File: config.mk
export PLATFORM = sky130hd
export DESIGN_NAME = fwd_unit
export DESIGN_NICKNAME = d
export VERILOG_FILES = /design/src/rtl/fwd_pkg.sv /design/src/rtl/fwd_select.sv /design/src/rtl/fwd_mux.sv /design/src/rtl/fwd_unit.sv
export SDC_FILE = /design/constraint.sdc
export NUM_CORES = 1
export LEC_CHECK = 0
export BUFFER_PORTS_ARGS = -buffer_cell sky130_fd_sc_hd__buf_2
export CAP_MARGIN = 30
export CORE_AREA = 2 2 85 87
export DETAILED_ROUTE_END_ITERATION = 10
export DIE_AREA = 0 0 87 89
export MAX_ROUTING_LAYER = met4
export PLACE_DENSITY = 0.77
export SLEW_MARGIN = 20
export SYNTH_ARGS = -nofsm -noshare
export SYNTH_HDL_FRONTEND = slang
export SYNTH_SLANG_ARGS = --single-unit
File: constraint.sdc
create_clock -name vclk -period 1.85
set_clock_uncertainty 0.1 [all_clocks]
set_input_delay 0.0925 -clock vclk [all_inputs]
set_output_delay 0.0925 -clock vclk [all_outputs]
set_load 0.1 [all_outputs]
File: src/rtl/fwd_pkg.sv
package fwd_pkg;
  localparam int REG_W  = 5;
  localparam int DATA_W = 32;

  typedef enum logic [1:0] {
    SRC_RF  = 2'b00,
    SRC_MWB = 2'b01,
    SRC_EXM = 2'b10
  } fwd_src_e;
endpackage

File: src/rtl/fwd_select.sv
module fwd_select
  import fwd_pkg::*;
#(
  parameter int RW = REG_W
) (
  input  logic [RW-1:0] src_num,
  input  logic [RW-1:0] exm_dst,
  input  logic          exm_we,
  input  logic [RW-1:0] mwb_dst,
  input  logic          mwb_we,
  output fwd_src_e      sel
);
  logic exm_hit;
  logic mwb_hit;
  logic src_live;

  always_comb begin
    src_live = (src_num != '0);
    exm_hit  = exm_we && src_live && (exm_dst == src_num);
    mwb_hit  = mwb_we && src_live && (mwb_dst == src_num);
    if (exm_hit)      sel = SRC_EXM;
    else if (mwb_hit) sel = SRC_MWB;
    else              sel = SRC_RF;
  end

  always_comb begin
    // the unused code never appears
    a_r8_no_code11: assert (sel != 2'b11);
    // register 0 stays on the register-file path
    a_r5_zero_not_fwd: assert (src_num != '0 || sel == SRC_RF);
    // a source stage is always an enabled writer of this register
    a_r6_we_required: assert ((sel != SRC_EXM || (exm_we && exm_dst == src_num)) &&
                              (sel != SRC_MWB || (mwb_we && mwb_dst == src_num)));
    // writeback is chosen only when execute/memory cannot supply
    a_r4_newer_wins: assert (sel != SRC_MWB || !(exm_we && exm_dst == src_num));
  end
endmodule

File: src/rtl/fwd_mux.sv
module fwd_mux
  import fwd_pkg::*;
#(
  parameter int DW = DATA_W
) (
  input  fwd_src_e      sel,
  input  logic [DW-1:0] rf_val,
  input  logic [DW-1:0] exm_val,
  input  logic [DW-1:0] mwb_val,
  output logic [DW-1:0] opnd
);
  always_comb begin
    unique case (sel)
      SRC_EXM: opnd = exm_val;
      SRC_MWB: opnd = mwb_val;
      default: opnd = rf_val;
    endcase
  end
endmodule

File: src/rtl/fwd_unit.sv
module fwd_unit
  import fwd_pkg::*;
#(
  parameter int RW = REG_W,
  parameter int DW = DATA_W
) (
  input  logic [RW-1:0] src_a_num,
  input  logic [RW-1:0] src_b_num,
  input  logic [DW-1:0] rf_a_val,
  input  logic [DW-1:0] rf_b_val,
  input  logic [RW-1:0] exm_dst_num,
  input  logic          exm_wr_en,
  input  logic [DW-1:0] exm_val,
  input  logic [RW-1:0] mwb_dst_num,
  input  logic          mwb_wr_en,
  input  logic [DW-1:0] mwb_val,
  output logic [1:0]    sel_a,
  output logic [1:0]    sel_b,
  output logic [DW-1:0] opnd_a,
  output logic [DW-1:0] opnd_b
);
  localparam int NOPND = 2;

  logic [RW-1:0] src_num [NOPND];
  logic [DW-1:0] rf_val  [NOPND];
  logic [DW-1:0] res     [NOPND];
  fwd_src_e      sel     [NOPND];

  assign src_num[0] = src_a_num;
  assign src_num[1] = src_b_num;
  assign rf_val[0]  = rf_a_val;
  assign rf_val[1]  = rf_b_val;

  for (genvar i = 0; i < NOPND; i++) begin : g_opnd
    fwd_select #(.RW(RW)) u_sel (
      .src_num (src_num[i]),
      .exm_dst (exm_dst_num),
      .exm_we  (exm_wr_en),
      .mwb_dst (mwb_dst_num),
      .mwb_we  (mwb_wr_en),
      .sel     (sel[i])
    );
    fwd_mux #(.DW(DW)) u_mux (
      .sel     (sel[i]),
      .rf_val  (rf_val[i]),
      .exm_val (exm_val),
      .mwb_val (mwb_val),
      .opnd    (res[i])
    );
  end

  assign sel_a  = sel[0];
  assign sel_b  = sel[1];
  assign opnd_a = res[0];
  assign opnd_b = res[1];
endmodule

# Yosys cells after proc, flatten, opt, wreduce, memory -nomap -nowiden
# Index checks and enable logic that the tools add are counted.
# word_totals
register_bits	0
wordCells	24
# op_classes
eq_ne	8
reduce_logical	10
n_mux	6
# op_table
op	n
$pmux W32 S2	2
$eq A5 B5 Y1	4
$reduce_bool A5 Y1	2
$logic_and A1 B1 Y1	8
$eq A2 B1 Y1 const B	2
$eq A2 B2 Y1 const B	2
$mux W2	2
$mux W1	2

# Depth between registers and ports, before layout
# Gate-level depths: netlist of run 1.
# logic_depth
word_depth	7
mapped_depth	6

# Cells and area by module
# Synthesis of run 1 repeated with hierarchy kept, for this count alone.
# unflattened
cells_unflattened	264
hier_area_um2	1566.5
# modules_own_cells
mod	seq_area_each_um2	n_inst	area_per_inst_um2	cells_each
fwd_mux	0.0	2	636.9	113
fwd_select	0.0	2	146.4	19

# Worst setup path after synthesis of run 1
# OpenSTA, ideal clock, no wires.
# synth_path
path_kind	in2out
startpoint	input src_b_num[1]
endpoint	output opnd_b[16]
required_time_ns	1.657
setup_slack_ns	-1.146
n_path_buf	1
cell_stages	5
arrival_ns	2.803
cell_sequence	or4_4 > o211ai_2 > buf_4 > o21ai_1 > a31oi_1
# synth_between
elab_chain_len	7
# synth_rtl
item	line	rtl
start: declaration	fwd_unit.sv:8	input logic [RW-1:0] src_b_num,
$reduce_bool A5 Y1	fwd_select.sv:18	src_live = (src_num != '0);
$logic_and A1 B1 Y1 (2 in series)	fwd_select.sv:20	mwb_hit = mwb_we && src_live && (mwb_dst == src_num);
$mux W1	fwd_select.sv:22	else if (mwb_hit) sel = SRC_MWB;
$mux W2 *	fwd_select.sv:21	if (exm_hit) sel = SRC_EXM;
$eq A2 B1 Y1 or $eq A2 B2 Y1 (tied branches)	fwd_mux.sv:13	unique case (sel)
$pmux W32 S2 *	fwd_mux.sv:13	
end: declaration	fwd_unit.sv:20	output logic [DW-1:0] opnd_b
# Every way passes the cells marked *; elsewhere a longest branch is shown, timed or not.

# Worst setup path after layout of run 1
# layout_path
startpoint	input src_a_num[2]
endpoint	output opnd_a[16]
# layout_between
elab_chain_len	7
# layout_rtl
item	line	rtl
start: declaration	fwd_unit.sv:7	input logic [RW-1:0] src_a_num,
$reduce_bool A5 Y1	fwd_select.sv:18	
$logic_and A1 B1 Y1 (2 in series)	fwd_select.sv:20	
$mux W1	fwd_select.sv:22	
$mux W2 *	fwd_select.sv:21	
$eq A2 B1 Y1 or $eq A2 B2 Y1 (tied branches)	fwd_mux.sv:13	
$pmux W32 S2 *	fwd_mux.sv:13	
end: declaration	fwd_unit.sv:19	output logic [DW-1:0] opnd_a,
# Marked as above.

==> impl_metrics.json, run 1 <==
{
  "dieWidth_um": 87,
  "cp_common_cell": "buf_12",
  "drive_gt1_share_pct": 72.46,
  "p_total_mw": 2.621,
  "seqCellArea_um2": 0,
  "pwr-share-seq_pct": 0,
  "hold-path-cell-count": 4,
  "max-slew-margin-rel_pct": 63.56,
  "synth.avg_cell_area_um2": 5.761,
  "syn2layout_area_growth_pct": 217.2,
  "grt_max_degree": 33,
  "drc": 0,
  "track_usage_pct": 40.62,
  "num_vias": 4742,
  "rsz0062_at_grt": "yes",
  "period_needed_ns": 2.181,
  "worstMarginPinSlew_ns": 0.5425,
  "initial_utilization_pct": 29.50,
  "power.switching_mw": 1.633,
  "num-nets-final": 733,
  "p_comb_share_pct": 100.0,
  "crit_fanout": 22,
  "chipHeight_um": 89,
  "grt_pass1_vias": 4509,
  "synthAdderAreaFrac_pct": 0,
  "drt_wl_total_um": 19280,
  "core-area_um2": 6719,
  "outcome": "complete, but fails checks",
  "pre_cts_slack_ns": -0.3075,
  "cp_num_cells": 8,
  "swShare_pct": 62.28,
  "path_class": "in -> out",
  "cp-start-kind": "input pin",
  "cp.buffers_inverters": 4,
  "max_freq_ghz": 0.4586,
  "yosys_warnings": 0,
  "row_count": 30,
  "io_buffers": 218,
  "yosys.area_share.simple_pct": 37.25,
  "syn_nets": 494,
  "clkPwrFrac_pct": 0,
  "min_period_over_period_pct": 117.9,
  "synth_top_family_by_area": "compound AO/OA/AOI/OAI gates",
  "drtIter0Drc": 465,
  "placed_cell_area_um2": 5273,
  "synth_compound_area_share_pct": 39.90,
  "yosysSeqAreaShare_pct": 0,
  "grt_overflow": 0,
  "dp_hpwl_um": 10650,
  "leakagePower_nw": 2.271,
  "grt_pass1_wl_um": 24020,
  "critPathTopFamily": "buffers and inverters",
  "io_pins": 218,
  "hp-class": "in -> out",
  "drt_first_pass_iters": 5,
  "internal_power_mw": 0.9887,
  "syn_area_um2": 1982,
  "powerDensity_nw_per_um2": 417.0,
  "max_stage_delay_ns": 0.34,
  "failed_checks": "negative setup slack",
  "post_drt_via_cell_ratio": 7.152,
  "synth_xor_area_share_pct": 8.838,
  "gp_congestion": 0.9519,
  "worstPathRequired_ns": 1.66,
  "seq_cells": 0,
  "netlist_instances": 344,
  "ys_types": 20,
  "maxCapViolCount": 0,
  "hold_viol_final": 0,
  "crit_slowest_cell": "a31oi_4",
  "antenna_found_initial": 1,
  "arrival_ns": 1.99,
  "dieArea_um2": 7743,
  "ant_nets": 0,
  "path_cells": "buf_2, buf_4, xnor2_1, o211a_2, buf_12, nand3_1, a31oi_4, buf_12",
  "fin_ws_ns": -0.3308,
  "ir_worst_vdd_v": 0.0002395,
  "final_max_slew_viol_count": 0,
  "crit_path_end_kind": "output port",
  "post-route-cell-area_um2": 6286,
  "setup_violations": 66,
  "clockBufferCount": 0,
  "synthMuxAreaShare_pct": 0,
  "route.detailed.wl_per_inst_um": 29.07
}
layout by cell type (no fill, tap or decap), types with 2 or more instances in the layout:
master / n
buf_8: 5
xnor2_1: 19
diode_2: 2
buf_16: 3
nor3_4: 2
or4_4: 2
nor3_2: 12
o21ai_1: 18
o21ai_2: 23
nand3_1: 64
buf_4: 27
buf_2: 146
a31oi_4: 64
buf_6: 15
or2_4: 2
inv_4: 2
nand4_1: 4
o21ai_4: 22
nor3_1: 52
o211ai_4: 4
buf_12: 88
kinds of logic (layout without fill, tap and decap cells):
group	after synthesis	count (layout)
AO/OA/AOI/OAI	134	134
other	0	2
buffers and inverters	50	287
AND/OR/NAND/NOR	140	140
XOR/XNOR	20	20
metrics by stage:
step,hold slack (ns),cells,util (%),TNS [ns]
floorplan,0.4831,344,-,-9.218
global placement,0.5650,642,78.47,-9.047
detailed placement,0.5719,642,78.47,-11.80
CTS,0.5185,656,89.05,-8.391
global route,0.5194,662,93.52,-12.19
finish,0.5153,663,93.56,-10.48
Yosys cell counts, drive strengths merged:
cell / instances / share of area, %
a31oi: 64 / 20
and4: 2 / 0.88
buf: 23 / 8.9
clkbuf: 25 / 4.7
inv: 2 / 0.38
nand3: 64 / 16
nand4: 4 / 1.3
nor3: 66 / 17
o211a: 2 / 1.0
o211ai: 4 / 2.5
o21ai: 64 / 16
or2: 2 / 0.63
or4: 2 / 1.1
xnor2: 20 / 8.8
worst min-delay path, stage by stage:
cell     delay, ns
buf_2         0.11
o21ai_4       0.06
a31oi_4       0.08
buf_12        0.17
power by group through the flow:
stage                     clock network [mW]  registers, mW  logic [mW]
after floorplan                            0              0        1.36
after global placement                     0              0        2.16
after detailed placement                   0              0        2.20
after CTS                                  0              0        2.42
after global routing            0.0000000722              0        2.66
final                            0.000000145              0        2.62
layout make-up:
class / count / area, µm²
Fill cell: 201 / 432.9
Inverter: 2 / 12.51
Multi-Input combinational cell: 294 / 3122
Timing Repair Buffer: 285 / 3047
Antenna cell: 2 / 5.005
Tap cell: 80 / 100.1
worst paths after layout:
kind                     start         end  slack [ns]
setup / recovery  src_a_num[2]  opnd_a[16]       -0.33
hold / removal    rf_a_val[12]  opnd_a[12]        0.52
what timing repair did:
item                       4_1_cts  5_1_grt
cloned                           4        1
setup endpoints to repair       67       68
resized for setup              119       62
hold buffers                     0        0
pin swaps                       41       47
buffers inserted                10        9
per-layer routing:
metal / track usage (%) / vias up / share of wire (%)
li1: - / 1835 / -
met1: 42.01 / 2189 / 31
met2: 74.05 / 523 / 48
met3: 5.633 / 195 / 11
met4: 22.44 / 0 / 9.7
met5: - / - / 0
No activity file was read; power rests on OpenSTA's default activity.
==> inputs of run 2 (changes only) <==
Clock period 1.85 ns to 2.3 ns, I/O delays scaled along.
==> run 2 against run 1 <==
Net effect:
- the flow now finishes without violations
- final area down 23%
- sequential share of layout area unchanged
- critical path depth down 1
- count of clock-buffer cells in the layout unchanged
- global-route usage down 9.3 points
- setup slack better by 0.40 ns
- flip-flop and latch count unchanged
- via count down 18%
- die area unchanged
- combinational power down 37%
- final cell count down 6.2%
- critical path type unchanged
- critical endpoint is now opnd_a[5]
- largest power group unchanged
==> impl_metrics.json, run 2 (same netlist as run 1, synthesis figures left out) <==
{
  "outcome": "complete, no violations",
  "syn2layout_area_growth_pct": 144.1,
  "hold_slack_ns": 0.6034,
  "leakagePower_nw": 1.711,
  "met3WireLength_um": 1201,
  "drc": 0,
  "dieWidth_um": 87,
  "grt_overflow": 0,
  "final_common_cell": "buf_2",
  "maxCapViolCount": 0,
  "path_class": "in -> out",
  "arrival_ns": 2.02,
  "clockBufferCount": 0,
  "post-route-cell-area_um2": 4838,
  "initial_utilization_pct": 29.50,
  "dieArea_um2": 7743,
  "grt_pass1_wl_um": 18900,
  "hp-class": "in -> out",
  "min_period_over_period_pct": 97.12,
  "pwr-share-seq_pct": 0,
  "period_needed_ns": 2.234,
  "ctsHoldBuffers": 0,
  "hold_viol_final": 0,
  "fin_ws_ns": 0.06613,
  "wl_met2_um": 6682,
  "finish.utilization_pct": 72.01,
  "crit_fanout": 24,
  "startpoint": "src_a_num[0]",
  "cp-start-kind": "input pin",
  "place_inst": 622,
  "core-area_um2": 6719,
  "final_max_slew_viol_count": 0,
  "io_buffers": 218,
  "worstMarginPinSlew_ns": 0.5085,
  "highest_layer": "met4",
  "drt_first_pass_iters": 5,
  "swShare_pct": 66.61,
  "worstPathRequired_ns": 2.09,
  "power.switching_mw": 1.107,
  "setup_violations": 0,
  "dp_hpwl_um": 9972,
  "n_antenna_cell": 0,
  "route.detailed.wl_per_inst_um": 20.23,
  "crit_path_end_kind": "output port",
  "pre_cts_slack_ns": -0.08765,
  "row_count": 30,
  "io_pins": 218,
  "gp_congestion": 0.9244,
  "num-nets-final": 694,
  "p_total_mw": 1.662,
  "ant_nets": 0,
  "wl_met1_um": 4190,
  "grt_max_degree": 34,
  "clkPwrFrac_pct": 0,
  "drive_gt1_share_pct": 59.59,
  "seq_cells": 0,
  "ir_worst_vdd_v": 0.0001957,
  "final_cell_mix": "buf_2 (175), nand3_1 (64), nor3_1 (64), a31oi_4 (59), o21ai_1 (58)",
  "p_comb_share_pct": 100.0,
  "placed_cell_area_um2": 4831,
  "final.fill_count": 523,
  "post_cts_buffers": 0,
  "internal_power_mw": 0.5549,
  "powerDensity_nw_per_um2": 343.5,
  "drtIter0Drc": 248,
  "chipHeight_um": 89,
  "drt_wl_total_um": 12580,
  "post_drt_via_cell_ratio": 6.256,
  "tns_ns": 0,
  "rsz0062_at_grt": "no",
  "track_usage_pct": 31.34,
  "cts_resized": 1,
  "antenna_found_initial": 0,
  "worstSetupEndpoint": "opnd_a[5]",
  "max_freq_ghz": 0.4477,
  "max-slew-margin-rel_pct": 66.34,
  "grt_pass1_vias": 3849,
  "layout.cells.non_filler": 622,
  "num_vias": 3891,
  "seqCellArea_um2": 0
}
-- run 2: cell types whose count changed in the layout (fill, tap and decap cells not counted), moves of 10 or more --
| cell | delta |
|---|---|
| buf_6 | -15 |
| buf_4 | -10 |
| o21ai_1 | +40 |
| buf_12 | -34 |
| buf_2 | +29 |
| nor3_1 | +12 |
| o21ai_2 | -23 |
| o21ai_4 | -22 |
| nor3_2 | -12 |
-- run 2: critical path, stage by stage --
cell and delay (ns):
buf_2 0.13, or4_4 0.57, o211ai_2 0.21, buf_12 0.20, o21ai_1 0.14, a31oi_4 0.18
buf_2 0.45
-- run 2: area by class of cell --
class                           count  area, µm²  share of cell area, %
Multi-Input combinational cell    294       2646                  54.69
Timing Repair Buffer              246       2085                  43.08
Tap cell                           80      100.1                  2.069
Inverter                            2      7.507                 0.1552
-- run 2: metal layers --
metal  GRT usage, %  vias up
met4          11.22        0
met1          34.17     1836
met3          3.601       41
met5              -        -
met2          58.43      269
li1               -     1745
-- run 2: worst min-delay path by stage --
stage | startpoint | endpoint | cells after the start
4_1_cts | mwb_val[30] | opnd_b[30] | 4
3_5_place_dp | mwb_val[30] | opnd_b[30] | 4
2_1_floorplan | mwb_val[10] | opnd_a[10] | 2
5_1_grt | rf_b_val[27] | opnd_b[27] | 4
3_3_place_gp | mwb_val[30] | opnd_b[30] | 4
6_report | rf_b_val[30] | opnd_b[30] | 4
-- run 2: power by group through the flow --
| stage | clock, mW | combinational [mW] | sequential (mW) |
|---|---|---|---|
| 2_1_floorplan | 0 | 1.08 | 0 |
| 3_3_place_gp | 0 | 1.64 | 0 |
| 3_5_place_dp | 0 | 1.65 | 0 |
| 4_1_cts | 0 | 1.66 | 0 |
| 5_1_grt | 0 | 1.71 | 0 |
| 6_report | 0 | 1.66 | 0 |
==> inputs of run 3 (changes only) <==
Settings changed: MAX_ROUTING_LAYER met4 to unset.
==> run 3 against run 2 <==
Net effect:
- fmax shrank 0.13%
- die area is the same
- combinational power is essentially flat
- routed wire length grew 0.60%
- count of clock-buffer cells in the layout is the same
- critical path depth is the same
- final cell count is the same
- hold slack gained 0.0032 ns
- via count shrank 0.49%
- global-route usage shrank 1.0 points
- non-clock buffer count is the same
- critical path type unchanged
- largest power group unchanged
- highest routed layer unchanged
==> impl_metrics.json, run 3 (same netlist as run 1, synthesis figures left out) <==
{
  "outcome": "complete, no violations",
  "antenna_found_initial": 0,
  "dieArea_um2": 7743,
  "startpoint": "src_a_num[0]",
  "gp_congestion": 0.9088,
  "pre_cts_slack_ns": -0.08765,
  "num_vias": 3872,
  "drc": 0,
  "layout.cells.non_filler": 622,
  "swShare_pct": 66.63,
  "final_max_slew_viol_count": 0,
  "core-area_um2": 6719,
  "n_antenna_cell": 0,
  "crit_fanout": 24,
  "drt_wl_total_um": 12660,
  "grt_pass1_wl_um": 18880,
  "arrival_ns": 2.02,
  "rsz0062_at_grt": "no",
  "grt_pass1_vias": 3841,
  "hp-start": "mwb_val[30]",
  "clockBufferCount": 0,
  "power.switching_mw": 1.108,
  "initial_utilization_pct": 29.50,
  "drtIter0Drc": 249,
  "num-nets-final": 694,
  "final.fill_count": 523,
  "max_freq_ghz": 0.4471,
  "hold_slack_ns": 0.6066,
  "cp-start-kind": "input pin",
  "hold_viol_final": 0,
  "p_comb_share_pct": 100.0,
  "ir_worst_vdd_v": 0.0001948,
  "powerDensity_nw_per_um2": 343.7,
  "route.detailed.wl_per_inst_um": 20.35,
  "clkPwrFrac_pct": 0,
  "grt_overflow": 0,
  "chipHeight_um": 89,
  "worstMarginPinSlew_ns": 0.5043,
  "fin_ws_ns": 0.06326,
  "syn2layout_area_growth_pct": 144.1,
  "min_period_over_period_pct": 97.25,
  "pwr-share-seq_pct": 0,
  "final_cell_mix": "buf_2 (175), nand3_1 (64), nor3_1 (64), a31oi_4 (59), o21ai_1 (58)",
  "internal_power_mw": 0.5549,
  "drt_first_pass_iters": 5,
  "dp_hpwl_um": 9972,
  "io_pins": 218,
  "row_count": 30,
  "period_needed_ns": 2.237,
  "final_common_cell": "buf_2",
  "ant_nets": 0,
  "post_drt_via_cell_ratio": 6.225,
  "dieWidth_um": 87,
  "path_class": "in -> out",
  "max-slew-margin-rel_pct": 66.61,
  "leakagePower_nw": 1.711,
  "drive_gt1_share_pct": 59.59,
  "crit_path_end_kind": "output port",
  "place_inst": 622,
  "worstPathRequired_ns": 2.09,
  "post_cts_buffers": 0,
  "maxCapViolCount": 0,
  "grt_max_degree": 34,
  "tns_ns": 0,
  "io_buffers": 218,
  "seqCellArea_um2": 0,
  "seq_cells": 0,
  "hp-class": "in -> out",
  "setup_violations": 0,
  "track_usage_pct": 30.34
}
-- run 3: cell counts in the layout (fill, tap and decap cells not counted) --
No cell type changed its count.
-- run 3: worst paths after layout --
check,cells after the start,slack [ns],to
worst max-delay path,7,0.06,opnd_a[5]
worst min-delay path,4,0.61,opnd_b[30]
-- run 3: routing by layer --
layer  GRT usage, %  vias to the layer above  routed length (µm)  share of wire, %
met4          11.22                        0                 466               3.7
met2          58.64                      241                6735                53
met3          3.509                       36                1045               8.3
li1               -                     1743                   -                 -
met1          33.84                     1852                4409                35
met5              0                        -                   0                 0
-- run 3: stage by stage --
stage                     instance area [µm²]  power, mW  util [%]
after floorplan                          2912      1.080         -
after global placement                   4831      1.637     71.90
after detailed placement                 4831      1.654     71.90
after CTS                                4838      1.659     72.01
after global routing                     4838      1.712     72.01
final                                    4838      1.663     72.01
-- run 3: critical path, cell delays in order --
cell and delay (ns):
buf_2 0.13, or4_4 0.57, o211ai_2 0.21, buf_12 0.20, o21ai_1 0.15, a31oi_4 0.19, buf_2 0.45
-- run 3: area by class of cell --
| class | count | area, µm² | share of cell area, % |
|---|---|---|---|
| Multi-Input combinational cell | 294 | 2646 | 54.69 |
| Timing Repair Buffer | 246 | 2085 | 43.08 |
| Tap cell | 80 | 100.1 | 2.069 |
| Inverter | 2 | 7.507 | 0.1552 |
-- run 3: power groups by stage --
stage	registers, mW	logic [mW]	clock network [mW]
after floorplan	0	1.08	0
after global routing	0	1.71	0
after detailed placement	0	1.65	0
after CTS	0	1.66	0
after global placement	0	1.64	0
final	0	1.66	0
-- run 3: timing repair --
action / in CTS / in global routing
endpoints found under the hold margin: 0 / 0
resized for setup: 1 / 0
hold buffers: 0 / 0
setup endpoints to repair: 10 / 0
